==> config.mk <==
export PLATFORM = sky130hd
export DESIGN_NAME = bittime_core
export DESIGN_NICKNAME = d
export VERILOG_FILES = /design/src/rtl/bittime_pkg.sv /design/src/rtl/bittime_prescale.sv /design/src/rtl/bittime_rxsamp.sv /design/src/rtl/bittime_seq.sv /design/src/rtl/bittime_core.sv
export SDC_FILE = /design/constraint.sdc
export NUM_CORES = 1
export LEC_CHECK = 0
export ABC_AREA = 1
export BUFFER_PORTS_ARGS = -buffer_cell sky130_fd_sc_hd__buf_2
export CAP_MARGIN = 20
export CORE_MARGIN = 4
export CORE_UTILIZATION = 55
export DETAILED_ROUTE_END_ITERATION = 16
export GPL_ROUTABILITY_DRIVEN = 0
export GPL_TIMING_DRIVEN = 0
export PLACE_DENSITY = 0.77
export SYNTH_ARGS = -nofsm -noshare
export SYNTH_HDL_FRONTEND = slang
export SYNTH_SLANG_ARGS = --single-unit
==> constraint.sdc <==
create_clock -name clk -period 5.6 [get_ports clk]
set_clock_uncertainty 0.15 [all_clocks]
set_input_delay 0 -clock clk [delete_from_list [all_inputs] [get_ports clk]]
set_output_delay 0 -clock clk [all_outputs]
set_load 0.01 [all_outputs]
==> src/rtl/bittime_pkg.sv <==
package bittime_pkg;
  localparam int unsigned PRE_W_DEF  = 8;
  localparam int unsigned SEG1_W_DEF = 4;
  localparam int unsigned SEG2_W_DEF = 3;
  localparam int unsigned SJW_W_DEF  = 2;

  function automatic logic vote3(input logic [2:0] v);
    return (v[2] & v[1]) | (v[2] & v[0]) | (v[1] & v[0]);
  endfunction
endpackage

==> src/rtl/bittime_prescale.sv <==
module bittime_prescale #(
  parameter int unsigned PRE_W = 8
) (
  input  logic             clk,
  input  logic             rst,
  input  logic [PRE_W-1:0] div_m1,
  output logic             tick
);
  logic [PRE_W-1:0] cnt;

  assign tick = (cnt == div_m1);

  always_ff @(posedge clk) begin
    if (rst)       cnt <= '0;
    else if (tick) cnt <= '0;
    else           cnt <= cnt + 1'b1;
  end
endmodule

==> src/rtl/bittime_rxsamp.sv <==
module bittime_rxsamp
  import bittime_pkg::*;
(
  input  logic clk,
  input  logic rst,
  input  logic tick,
  input  logic rx,
  output logic fall,
  output logic lvl,
  output logic maj
);
  logic       rx_s;
  logic       prev;
  logic [1:0] hist;

  assign lvl  = rx_s;
  assign fall = prev & ~rx_s;
  assign maj  = vote3({hist, rx_s});

  always_ff @(posedge clk) begin
    if (rst) begin
      rx_s <= 1'b1;
      prev <= 1'b1;
      hist <= 2'b11;
    end else begin
      rx_s <= rx;
      if (tick) begin
        prev <= rx_s;
        hist <= {hist[0], rx_s};
      end
    end
  end
endmodule

==> src/rtl/bittime_seq.sv <==
module bittime_seq #(
  parameter int unsigned SEG1_W = 4,
  parameter int unsigned SEG2_W = 3,
  parameter int unsigned SJW_W  = 2
) (
  input  logic              clk,
  input  logic              rst,
  input  logic              tick,
  input  logic              fall,
  input  logic              idle,
  input  logic              tx_dom,
  input  logic [SEG1_W-1:0] seg1,
  input  logic [SEG2_W-1:0] seg2,
  input  logic [SJW_W-1:0]  sjw_m1,
  output logic              smp
);
  localparam int unsigned POS_MAX = 1 + (1 << SEG1_W) + (1 << SJW_W) + (1 << SEG2_W);
  localparam int unsigned POS_W   = $clog2(POS_MAX + 1);

  logic [POS_W-1:0] pos, ext, shr;
  logic [POS_W-1:0] pos_n, ext_n, shr_n;
  logic [POS_W-1:0] t1, t2, sjw, end1, endb, end1_n, endb_n, left;
  logic             done, done_n, restart;

  always_comb begin
    t1   = POS_W'(seg1) + POS_W'(1);
    t2   = POS_W'(seg2) + POS_W'(1);
    sjw  = POS_W'(sjw_m1) + POS_W'(1);
    end1 = t1 + ext;
    endb = end1 + t2 - shr;
    left = endb - pos + POS_W'(1);

    ext_n   = ext;
    shr_n   = shr;
    done_n  = done;
    restart = 1'b0;

    if (fall && idle) begin
      restart = 1'b1;
    end else if (fall && !done && !tx_dom && (pos != '0)) begin
      done_n = 1'b1;
      if (pos <= end1)       ext_n = (pos < sjw) ? pos : sjw;
      else if (left <= sjw)  restart = 1'b1;
      else                   shr_n = sjw;
    end

    end1_n = t1 + ext_n;
    endb_n = end1_n + t2 - shr_n;
    smp    = 1'b0;
    pos_n  = pos + POS_W'(1);

    if (restart) begin
      pos_n  = POS_W'(1);
      ext_n  = '0;
      shr_n  = '0;
      done_n = 1'b1;
    end else begin
      smp = (pos == end1_n);
      if (pos == endb_n) begin
        pos_n  = '0;
        ext_n  = '0;
        shr_n  = '0;
        done_n = 1'b0;
      end
    end
  end

  always_ff @(posedge clk) begin
    if (rst) begin
      pos  <= '0;
      ext  <= '0;
      shr  <= '0;
      done <= 1'b0;
    end else if (tick) begin
      pos  <= pos_n;
      ext  <= ext_n;
      shr  <= shr_n;
      done <= done_n;
    end
  end
endmodule

==> src/rtl/bittime_core.sv <==
module bittime_core
  import bittime_pkg::*;
#(
  parameter int unsigned PRE_W  = PRE_W_DEF,
  parameter int unsigned SEG1_W = SEG1_W_DEF,
  parameter int unsigned SEG2_W = SEG2_W_DEF,
  parameter int unsigned SJW_W  = SJW_W_DEF
) (
  input  logic              clk,
  input  logic              rst,
  input  logic [PRE_W-1:0]  cfg_prescale,
  input  logic [SEG1_W-1:0] cfg_seg1,
  input  logic [SEG2_W-1:0] cfg_seg2,
  input  logic [SJW_W-1:0]  cfg_sjw,
  input  logic              cfg_triple,
  input  logic              frame_idle,
  input  logic              tx_dominant,
  input  logic              rx,
  output logic              sample_pulse,
  output logic              sampled_bit
);
  logic tq_tick, fall, lvl, maj, smp;

  bittime_prescale #(.PRE_W(PRE_W)) u_pre (
    .clk(clk), .rst(rst), .div_m1(cfg_prescale), .tick(tq_tick)
  );

  bittime_rxsamp u_rx (
    .clk(clk), .rst(rst), .tick(tq_tick), .rx(rx),
    .fall(fall), .lvl(lvl), .maj(maj)
  );

  bittime_seq #(.SEG1_W(SEG1_W), .SEG2_W(SEG2_W), .SJW_W(SJW_W)) u_seq (
    .clk(clk), .rst(rst), .tick(tq_tick), .fall(fall), .idle(frame_idle),
    .tx_dom(tx_dominant), .seg1(cfg_seg1), .seg2(cfg_seg2), .sjw_m1(cfg_sjw),
    .smp(smp)
  );

  always_ff @(posedge clk) begin
    if (rst) begin
      sample_pulse <= 1'b0;
      sampled_bit  <= 1'b1;
    end else begin
      sample_pulse <= tq_tick & smp;
      if (tq_tick && smp) sampled_bit <= cfg_triple ? maj : lvl;
    end
  end
endmodule

---- Yosys cells after proc, flatten, opt, wreduce, memory -nomap -nowiden ----
Cells that the tools add are included.
word-level totals
  bits in registers ....................... 30
  input port bits ......................... 23
  output and inout port bits .............. 2
  word-level logic and storage cells ...... 73
cells by class
  add/subtract/negate cells ............... 13
  magnitude comparators ................... 3
  equal/unequal tests ..................... 4
  multiplexer cells ....................... 24
  bitwise logic cells ..................... 8
  reduce and logical (&&, ||, !) cells .... 11
operators by type and width
  operator                                                                  count
  5-bit two-way mux                                                         14
  5-bit adder                                                               4
  5-bit subtractor                                                          3
  5-bit by 1-bit adder with 5-bit output (second input constant)            2
  5-bit equality test                                                       2
  5-bit less-or-equal comparator                                            2
  1-bit two-way mux                                                         10
  8-bit by 1-bit adder with 8-bit output (second input constant)            1
  8-bit equality test                                                       1
  4-bit by 1-bit adder with 5-bit output (second input constant)            1
  1-bit bitwise AND                                                         5
  1-bit logical AND                                                         5
  5-bit < comparator                                                        1
  5-bit nonzero test                                                        1
  3-bit by 1-bit adder with 4-bit output (second input constant)            1
  2-bit by 1-bit adder with 3-bit output (second input constant)            1
  3-bit by 2-bit inequality test with 1-bit output (second input constant)  1
  3-bit AND reduction                                                       1
  3-bit nonzero test                                                        1
  1-bit zero test                                                           2
  1-bit OR                                                                  2
  2-bit OR reduction                                                        1
  1-bit NOT                                                                 1

---- Longest topological paths before layout ----
Gate-level depths: netlist (run 1).
  depth in word-level cells ............... 15
  gate-level depth with buffers ........... 38
  gate-level depth less buffers ........... 37

---- Modules after synthesis ----
From an unflattened synthesis (run 1), not the netlist that was laid out.
second synthesis, totals
  cells, all modules ...................... 453
  area, all modules ....................... 3223.1 um2
by module, submodules not included
  module            times used  cells an instance  area each (um2)  sequential area each (um2)
  bittime_seq       1           350                2506.2           320.3
  bittime_prescale  1           72                 504.2            160.2
  bittime_rxsamp    1           18                 122.6            60.1
  bittime_core      1           13                 90.1             40.0

---- Least setup slack after synthesis (run 1) ----
No wires, ideal clock.
  kind .................................... reg2reg
  from .................................... reg u_seq.ext[0]
  to ...................................... reg u_seq.shr[1]
  setup time .............................. 0.114 ns
  data arrival time ....................... 5.868 ns
  data required time ...................... 5.336 ns
  path slack .............................. -0.531 ns
  stages on the path, launching flop included .. 29
  buffers on the path ..................... 1
  clock period less this slack ............ 6.131 ns
  path through ............................ dfxtp_1 > ha_1 > inv_1 > fa_1 > xor2_1 > fa_1 > fa_1 > inv_1 > ha_1 > xnor2_1 > ha_1 > a21oi_1 > o21ai_0 > nand2_1 > nand2_1 > nor2_1 > nand2_2 > nand2_2 > nand2_1 > o21ai_0 > fa_1 > fa_1 > xnor2_1 > xor2_1 > nor4_1 > nand3_4 > buf_6 > nand3_1 > nand2_1
between the ends
  cells in the longest elaborated chain, start to end .. 14
  elaborated cells between the ends (all ways) .. 24
  classes of those cells .................. add/sub: 8; order compare: 2; eq/ne: 1; mux: 13
ends and longest elaborated chain
  what                                    RTL line           source
  start: declaration                      bittime_seq.sv:20  logic [POS_W-1:0] pos, ext, shr;
  start signal: assignment                bittime_seq.sv:76  ext <= ext_n;
  5-bit adder                             bittime_seq.sv:29  end1 = t1 + ext;
  5-bit adder                             bittime_seq.sv:30  endb = end1 + t2 - shr;
  5-bit subtractor                        bittime_seq.sv:30
  5-bit subtractor                        bittime_seq.sv:31  left = endb - pos + POS_W'(1);
  5-bit by 1-bit adder with 5-bit output  bittime_seq.sv:31
  5-bit less-or-equal comparator          bittime_seq.sv:43  else if (left <= sjw) restart = 1'b1;
  5-bit two-way mux                       bittime_seq.sv:43
  5-bit two-way mux                       bittime_seq.sv:42  if (pos <= end1) ext_n = (pos < sjw) ? pos : sjw;
  5-bit two-way mux                       bittime_seq.sv:40  end else if (fall && !done && !tx_dom && (pos != '0)) begin
  5-bit two-way mux                       bittime_seq.sv:38  if (fall && idle) begin
  5-bit subtractor                        bittime_seq.sv:48  endb_n = end1_n + t2 - shr_n;
  5-bit equality test                     bittime_seq.sv:59  if (pos == endb_n) begin
  5-bit two-way mux                       bittime_seq.sv:59
  5-bit two-way mux *                     bittime_seq.sv:52  if (restart) begin
  end signal: assignment                  bittime_seq.sv:77  shr <= shr_n;
  end: declaration                        bittime_seq.sv:20
Every way passes the cells marked *; elsewhere a longest branch is shown, timed or not.
A chain may end at the register's enable or synchronous reset.

---- Worst setup path after layout (run 1) ----
  from .................................... reg u_seq.ext[0]
  to ...................................... reg u_seq.ext[4]
between the ends
  cells in the longest elaborated chain, start to end .. 14
  elaborated cells between the ends (all ways) .. 24
  classes of those cells .................. add/sub: 8; order compare: 2; eq/ne: 1; mux: 13
ends and longest elaborated chain
  what                                    RTL line
  5-bit adder                             bittime_seq.sv:29
  5-bit adder                             bittime_seq.sv:30
  5-bit subtractor                        bittime_seq.sv:30
  5-bit subtractor                        bittime_seq.sv:31
  5-bit by 1-bit adder with 5-bit output  bittime_seq.sv:31
  5-bit less-or-equal comparator          bittime_seq.sv:43
  5-bit two-way mux                       bittime_seq.sv:43
  5-bit two-way mux                       bittime_seq.sv:42
  5-bit two-way mux                       bittime_seq.sv:40
  5-bit two-way mux                       bittime_seq.sv:38
  5-bit subtractor                        bittime_seq.sv:48
  5-bit equality test                     bittime_seq.sv:59
  5-bit two-way mux                       bittime_seq.sv:59
  5-bit two-way mux *                     bittime_seq.sv:52
Marks and branches as above.

==> results.json, run 1 <==
{
  "status": "finished, violations left",
  "violations": "setup timing",
  "die_area_sq_um": 6620,
  "timing.slew.headroom_pct": 68.8,
  "fp.dieH_um": 81.4,
  "clock_group_share_of_total_power_pct": 31.1,
  "gr-total-overflow": 0,
  "post_synth_inst_count": 414,
  "start_util_pct": 57.3,
  "yosysWarnings": 0,
  "place_hpwl_mm": 5.58,
  "vdd_drop_max_mv": 0.178,
  "peak_per_stage_delay_on_the_critical_path_ns": 0.53,
  "antenna_cells_inserted": 0,
  "ctsRootBufferMaster": "clkbuf_8",
  "min_period_over_period_pct": 107,
  "comb_power_share_pct": 40.1,
  "worst_r2r_path_depth": 30,
  "worst_slack_ns": -0.415,
  "htree_num_levels": 2,
  "path_class": "reg2reg",
  "start_kind": "flip-flop",
  "syn2layout_area_growth_pct": 29.9,
  "wirelength_mm": 7.95,
  "hold_slack_ns": 0.152,
  "reg2reg_slack_ns": -0.41,
  "synth_area_sq_um": 2960,
  "min_path_cells": 6,
  "mostFrequentLayoutCells": "nand2_1 (100), inv_1 (56), ha_1 (27), dfxtp_1 (27), buf_2 (24)",
  "ys_dominant_reg_cell": "dfxtp_1",
  "boundaryPins": 25,
  "global_route_wire_length_before_repair_mm": 12.3,
  "synth.yosys.seq_area_share_pct": 19.6,
  "switch_pwr_uw": 247,
  "clk_latency_ns": 0.28,
  "grt_pass1_vias": 2735,
  "layout-drive-gt1-share_pct": 27.1,
  "holdCritPathClass": "in2reg",
  "wl_per_cell_um": 14.6,
  "leakage_uw": 0.00187,
  "synth-edff-count": 0,
  "cellPowerDensity_nw_per_um2": 191,
  "post-place-ws_ns": -0.580,
  "drt-vias-per-instance": 5.29,
  "die_x_um": 81.4,
  "pin_count_of_the_biggest_net_entering_global_routing": 11,
  "number_of_sinks_handled_by_clock_tree_synthesis": 29,
  "fill_cells": 361,
  "p_int_uw": 486,
  "hold_path_end": "u_rx.hist[0]",
  "dr.pass1.iters": 6,
  "r2r_start": "u_seq.ext[0]",
  "antenna_found_initial": 0,
  "buffer_ports.inserted": 24,
  "synthDistinctLibCells": 29,
  "rsz_0062_raised_after_global_routing": "true",
  "power.sequential.fraction_pct": 28.8,
  "grt_util_all_layers_pct": 24.1,
  "tritoncts.num_buffers": 5,
  "finalMaxSlewViolations": 0,
  "finalHoldViolCount": 0,
  "clock.fmax_mhz": 166,
  "cts_max_path_buffers": 2,
  "avgSynthCellArea_sq_um": 7.15,
  "period_needed_ns": 6.01,
  "critical_path_peak_fanout": 8,
  "timing.critical_path.arrival_ns": 6.04,
  "cap_violations": 0,
  "worst_r2r_endpoint": "u_seq.ext[4]",
  "design.final.nets": 542,
  "drt-initial-drc-count": 133,
  "slew_at_the_pin_closest_to_its_max_slew_limit_ns": 0.464,
  "drc": 0,
  "critPathRequiredTime_ns": 5.63,
  "most_common_cell_after_layout_fill_and_taps_aside": "nand2_1",
  "setup_viol": 16,
  "crit_path_top_delay_cell": "fa_1",
  "synth.net_count": 484,
  "ys_async_sr_fraction_pct": 0,
  "worstHoldStart": "cfg_prescale[2]",
  "clock_pin_slew_on_the_worst_setup_and_hold_paths_ns": 0.07,
  "ant_nets": 0,
  "count_of_state_elements_after_synthesis": 29,
  "detailroute.via_count": 2872,
  "design.core.area_sq_um": 5170,
  "rows": 26,
  "timing.critical_path.to_type": "flip-flop",
  "tritoncts_clock_tree": "yes",
  "power.share.switching_pct": 33.7
}
synthesized netlist by cell type (5+ instances only):
library cell / n / area [sq um]
ha_1: 34 / 425
fa_1: 13 / 260
o21ai_0: 11 / 55.1
nand3_1: 35 / 175
o211ai_1: 5 / 37.5
xnor2_1: 17 / 149
nor2_1: 25 / 93.8
xor2_1: 18 / 158
nand2_1: 108 / 405
nor3_1: 5 / 25.0
dfxtp_1: 29 / 581
inv_1: 60 / 225
nand4_1: 6 / 37.5
a21oi_1: 13 / 65.1
nand2_2: 7 / 43.8
metal layers:
metal / routed length [um] / track usage, % / vias to the layer above
met4: 225 / 6.93 / 0
li1: - / - / 1436
met2: 4040 / 42.6 / 81
met3: 451 / 5.32 / 27
met1: 3240 / 29.0 / 1328
met5: 0 / 0 / -
worst max-delay path, delay by kind of cell (launching register included):
family	cells	cell delay, ns
AOI/OAI and AO/OA	3	0.36
xor gates and xnor gates	4	0.64
adders and majority gates	8	2.79
buffers and inverters	6	0.58
DFF	1	0.35
and+or+nand+nor	9	1.03
power by group through the flow:
stage	Sequential (uW)	Clock, uW	Combinational (uW)
global placement	216	0	230
CTS	211	230	261
global route	211	241	322
finish	211	228	294
detailed placement	216	0	239
floorplan	215	0	186
state kept, by name (all words and copies together), names as in the netlist:
register / cells
u_pre.cnt: 8
u_seq.ext: 5
u_seq.pos: 5
u_seq.shr: 5
u_rx.hist: 2
sample_pulse: 1
sampled_bit: 1
u_rx.lvl: 1
u_seq.done: 1
timing repair:
action	in CTS	in global routing
hold buffers	7	0
endpoints found under the setup margin	16	17
gates cloned	1	0
buffers inserted	9	10
hold endpoints to repair	9	0
resized for setup	16	30
pin swaps	10	12
per-stage QoR:
stage / utilization (%) / cells / TNS [ns] / instance area, sq um / power [uW]
finish: 74.4 / 543 / -6.19 / 3850 / 733
global route: 74.4 / 543 / -10.46 / 3850 / 774
CTS: 70.0 / 533 / -5.45 / 3620 / 703
detailed placement: 63.5 / 508 / -8.20 / 3280 / 454
global placement: 63.5 / 508 / -6.79 / 3280 / 446
floorplan: - / 414 / -0.153 / 3080 / 401
layout make-up:
| cell class | count | area, sq um | share of cell area (%) |
|---|---|---|---|
| Inverter | 63 | 239 | 6.21 |
| Buffer | 4 | 33.8 | 0.878 |
| Tap cell | 70 | 87.6 | 2.28 |
| Sequential cell | 29 | 583 | 15.2 |
| Clock buffer | 7 | 86.3 | 2.24 |
| Timing Repair Buffer | 51 | 364 | 9.47 |
| Multi-Input combinational cell | 318 | 2420 | 63.0 |
| Clock inverter | 1 | 30.0 | 0.781 |
worst max-delay path by stage:
stage                      start           end  slack, ns  cells after the start
floorplan           u_seq.ext[0]  u_seq.pos[1]      -0.02                     30
global placement     cfg_seg1[0]  u_seq.pos[4]      -0.49                     31
detailed placement   cfg_seg1[0]  u_seq.pos[3]      -0.58                     34
CTS                 u_seq.ext[0]  u_seq.shr[4]      -0.37                     32
global route        u_seq.ext[0]  u_seq.shr[3]      -0.68                     34
finish              u_seq.ext[0]  u_seq.ext[4]      -0.41                     30
cell families after synthesis:
group	count (synthesis)	share of synthesized area (%)
XOR/XNOR	35	10.4
flip-flops	29	19.6
AND/OR/NAND/NOR	205	31.9
AO/OA/AOI/OAI	31	5.87
buffers and inverters	67	9.13
adder cells (fa/ha/maj)	47	23.2
Note: power is estimated with default switching activity, not from simulation.
==> run 2: changes to the inputs <==
Settings changed: CTS_BUF_LIST set to sky130_fd_sc_hd__clkbuf_4.
Clock period 5.6 ns to 5.15 ns, I/O delays scaled along.
==> run 2 against run 1 <==
- the flow still finishes with violations (setup timing)
- sequential power increased by 9%
- worst setup slack worse by 0.42 ns
- wire length is 11% lower
- sequential share of layout area increased by 0.62 points
- global-route usage shrank 0.64 points
- highest routed layer unchanged
==> results.json, run 2 (synthesis results as in run 1) <==
{
  "status": "finished, violations left",
  "violations": "setup timing",
  "power.share.switching_pct": 38.0,
  "rsz_0062_raised_after_global_routing": "true",
  "tritoncts_clock_tree": "yes",
  "die_area_sq_um": 6620,
  "slew_at_the_pin_closest_to_its_max_slew_limit_ns": 0.484,
  "boundaryPins": 25,
  "start_util_pct": 57.3,
  "cp-startpoint": "u_seq.ext[0]",
  "holdCritPathClass": "in2reg",
  "syn2layout_area_growth_pct": 24.5,
  "top_register": "u_pre.cnt",
  "met2_wirelength_mm": 3.59,
  "setup_viol": 16,
  "min_period_over_period_pct": 116,
  "worst_r2r_path_depth": 31,
  "drt-initial-drc-count": 123,
  "start_kind": "flip-flop",
  "finalHoldViolCount": 0,
  "htree_num_levels": 2,
  "design.core.area_sq_um": 5170,
  "rows": 26,
  "period_needed_ns": 5.98,
  "leakage_uw": 0.00183,
  "hold_slack_ns": 0.0741,
  "comb_power_share_pct": 47.0,
  "place_hpwl_mm": 5.48,
  "drc": 0,
  "cts_max_path_buffers": 2,
  "detailroute.via_count": 2746,
  "crit_family": "adder cells",
  "finalMaxSlewViolations": 0,
  "vdd_drop_max_mv": 0.165,
  "drt-met1-wl_mm": 3.02,
  "clock_pin_slew_on_the_worst_setup_and_hold_paths_ns": 0.10,
  "path_class": "reg2reg",
  "antenna_found_initial": 0,
  "p_int_uw": 430,
  "peak_per_stage_delay_on_the_critical_path_ns": 0.54,
  "mostFrequentLayoutCells": "nand2_1 (103), inv_1 (55), ha_1 (28), dfxtp_1 (28), nand3_1 (25)",
  "crit_path_top_delay_cell": "fa_1",
  "clock_group_share_of_total_power_pct": 19.9,
  "wirelength_mm": 7.08,
  "cap_violations": 0,
  "worst_r2r_endpoint": "u_seq.shr[2]",
  "clk_latency_ns": 0.33,
  "layout-drive-gt1-share_pct": 24.4,
  "critPathRequiredTime_ns": 5.23,
  "critical_path.n_buffers_inverters": 6,
  "wl_per_cell_um": 13.2,
  "r2r_start": "u_seq.ext[0]",
  "dr.pass1.iters": 4,
  "design.final.nets": 537,
  "timing.slew.headroom_pct": 67.7,
  "switch_pwr_uw": 263,
  "timing.critical_path.to_type": "flip-flop",
  "critical_path_peak_fanout": 8,
  "worstSetupEndpoint": "u_seq.shr[2]",
  "drt-vias-per-instance": 5.10,
  "dr.max_layer_used": "met4",
  "fp.dieH_um": 81.4,
  "finalPower_uw": 693,
  "timing.critical_path.arrival_ns": 6.06,
  "met3WireLength_um": 392,
  "grt_pass1_vias": 2730,
  "critical_path_cell_count": 31,
  "global_route_wire_length_before_repair_mm": 12.0,
  "die_x_um": 81.4,
  "fill_cells": 398,
  "cellPowerDensity_nw_per_um2": 188,
  "ant_nets": 0,
  "pin_count_of_the_biggest_net_entering_global_routing": 11,
  "most_common_cell_after_layout_fill_and_taps_aside": "nand2_1",
  "gr-total-overflow": 0,
  "number_of_sinks_handled_by_clock_tree_synthesis": 29,
  "buffer_ports.inserted": 24,
  "grt_util_all_layers_pct": 23.4,
  "reg2reg_slack_ns": -0.83,
  "antenna_cells_inserted": 0,
  "clock.fmax_mhz": 167,
  "largest_reg_flops": 8,
  "tritoncts.num_buffers": 5,
  "worst_slack_ns": -0.830,
  "power.sequential.fraction_pct": 33.1,
  "ctsRootBufferMaster": "clkbuf_4"
}
## run 2: what timing repair did
action / CTS / global route
gates resized for setup: 12 / 19
cloned: 1 / 0
hold buffers: 5 / 0
endpoints found under the hold margin: 14 / 0
endpoints found under the setup margin: 16 / 17
pin swaps: 11 / 8
setup buffers: 10 / 6
## run 2: worst min path at each step
stage                         start            to  depth (start not counted)  slack, ns
global route        cfg_prescale[2]  u_rx.hist[0]                          6       0.12
CTS                 cfg_prescale[3]  u_rx.hist[0]                          6       0.06
detailed placement               rx      u_rx.lvl                          2       0.03
floorplan                       rst  sample_pulse                          1      -0.08
global placement                 rx      u_rx.lvl                          2       0.03
finish              cfg_prescale[2]  u_rx.hist[0]                          6       0.07
## run 2: worst reg2reg max path, delay by kind of cell, from the launching register on
| family | cells | cell delay [ns] |
|---|---|---|
| compound gates | 2 | 0.28 |
| xor+xnor | 4 | 0.60 |
| fa+ha+maj | 8 | 2.82 |
| buf+inv | 6 | 0.56 |
| flops | 1 | 0.37 |
| simple gates | 11 | 1.10 |
## run 2: metal layers
metal | GRT usage, % | vias up
met4 | 5.24 | 0
met3 | 3.99 | 7
li1 | - | 1436
met5 | 0 | -
met1 | 28.7 | 1235
met2 | 42.5 | 68
## run 2: stage by stage
step / TNS, ns / cells / setup slack (ns) / utilization, % / area [sq um]
2_1_floorplan: -6.65 / 414 / -0.466 / - / 3080
3_3_place_gp: -13.90 / 508 / -0.931 / 63.5 / 3280
3_5_place_dp: -15.88 / 508 / -1.06 / 63.5 / 3280
4_1_cts: -12.42 / 532 / -0.794 / 68.5 / 3540
5_1_grt: -16.86 / 538 / -1.11 / 71.3 / 3690
6_report: -12.50 / 538 / -0.830 / 71.3 / 3690
## run 2: power groups by stage
stage | registers, uW | logic, uW | clock network (uW)
floorplan | 234 | 202 | 0
global placement | 235 | 250 | 0
detailed placement | 235 | 258 | 0
CTS | 229 | 291 | 141
global route | 230 | 363 | 149
finish | 229 | 325 | 138
## run 2: cell type report
cell class	instances	area, sq um	share of cell area [%]
clock buffer	5	37.5	1.02
clock inverter	3	17.5	0.475
tap	70	87.6	2.38
buffer	4	33.8	0.916
timing repair buffer	46	322	8.72
sequential	29	582	15.8
multi-input combinational	318	2370	64.2
inverter	63	239	6.48
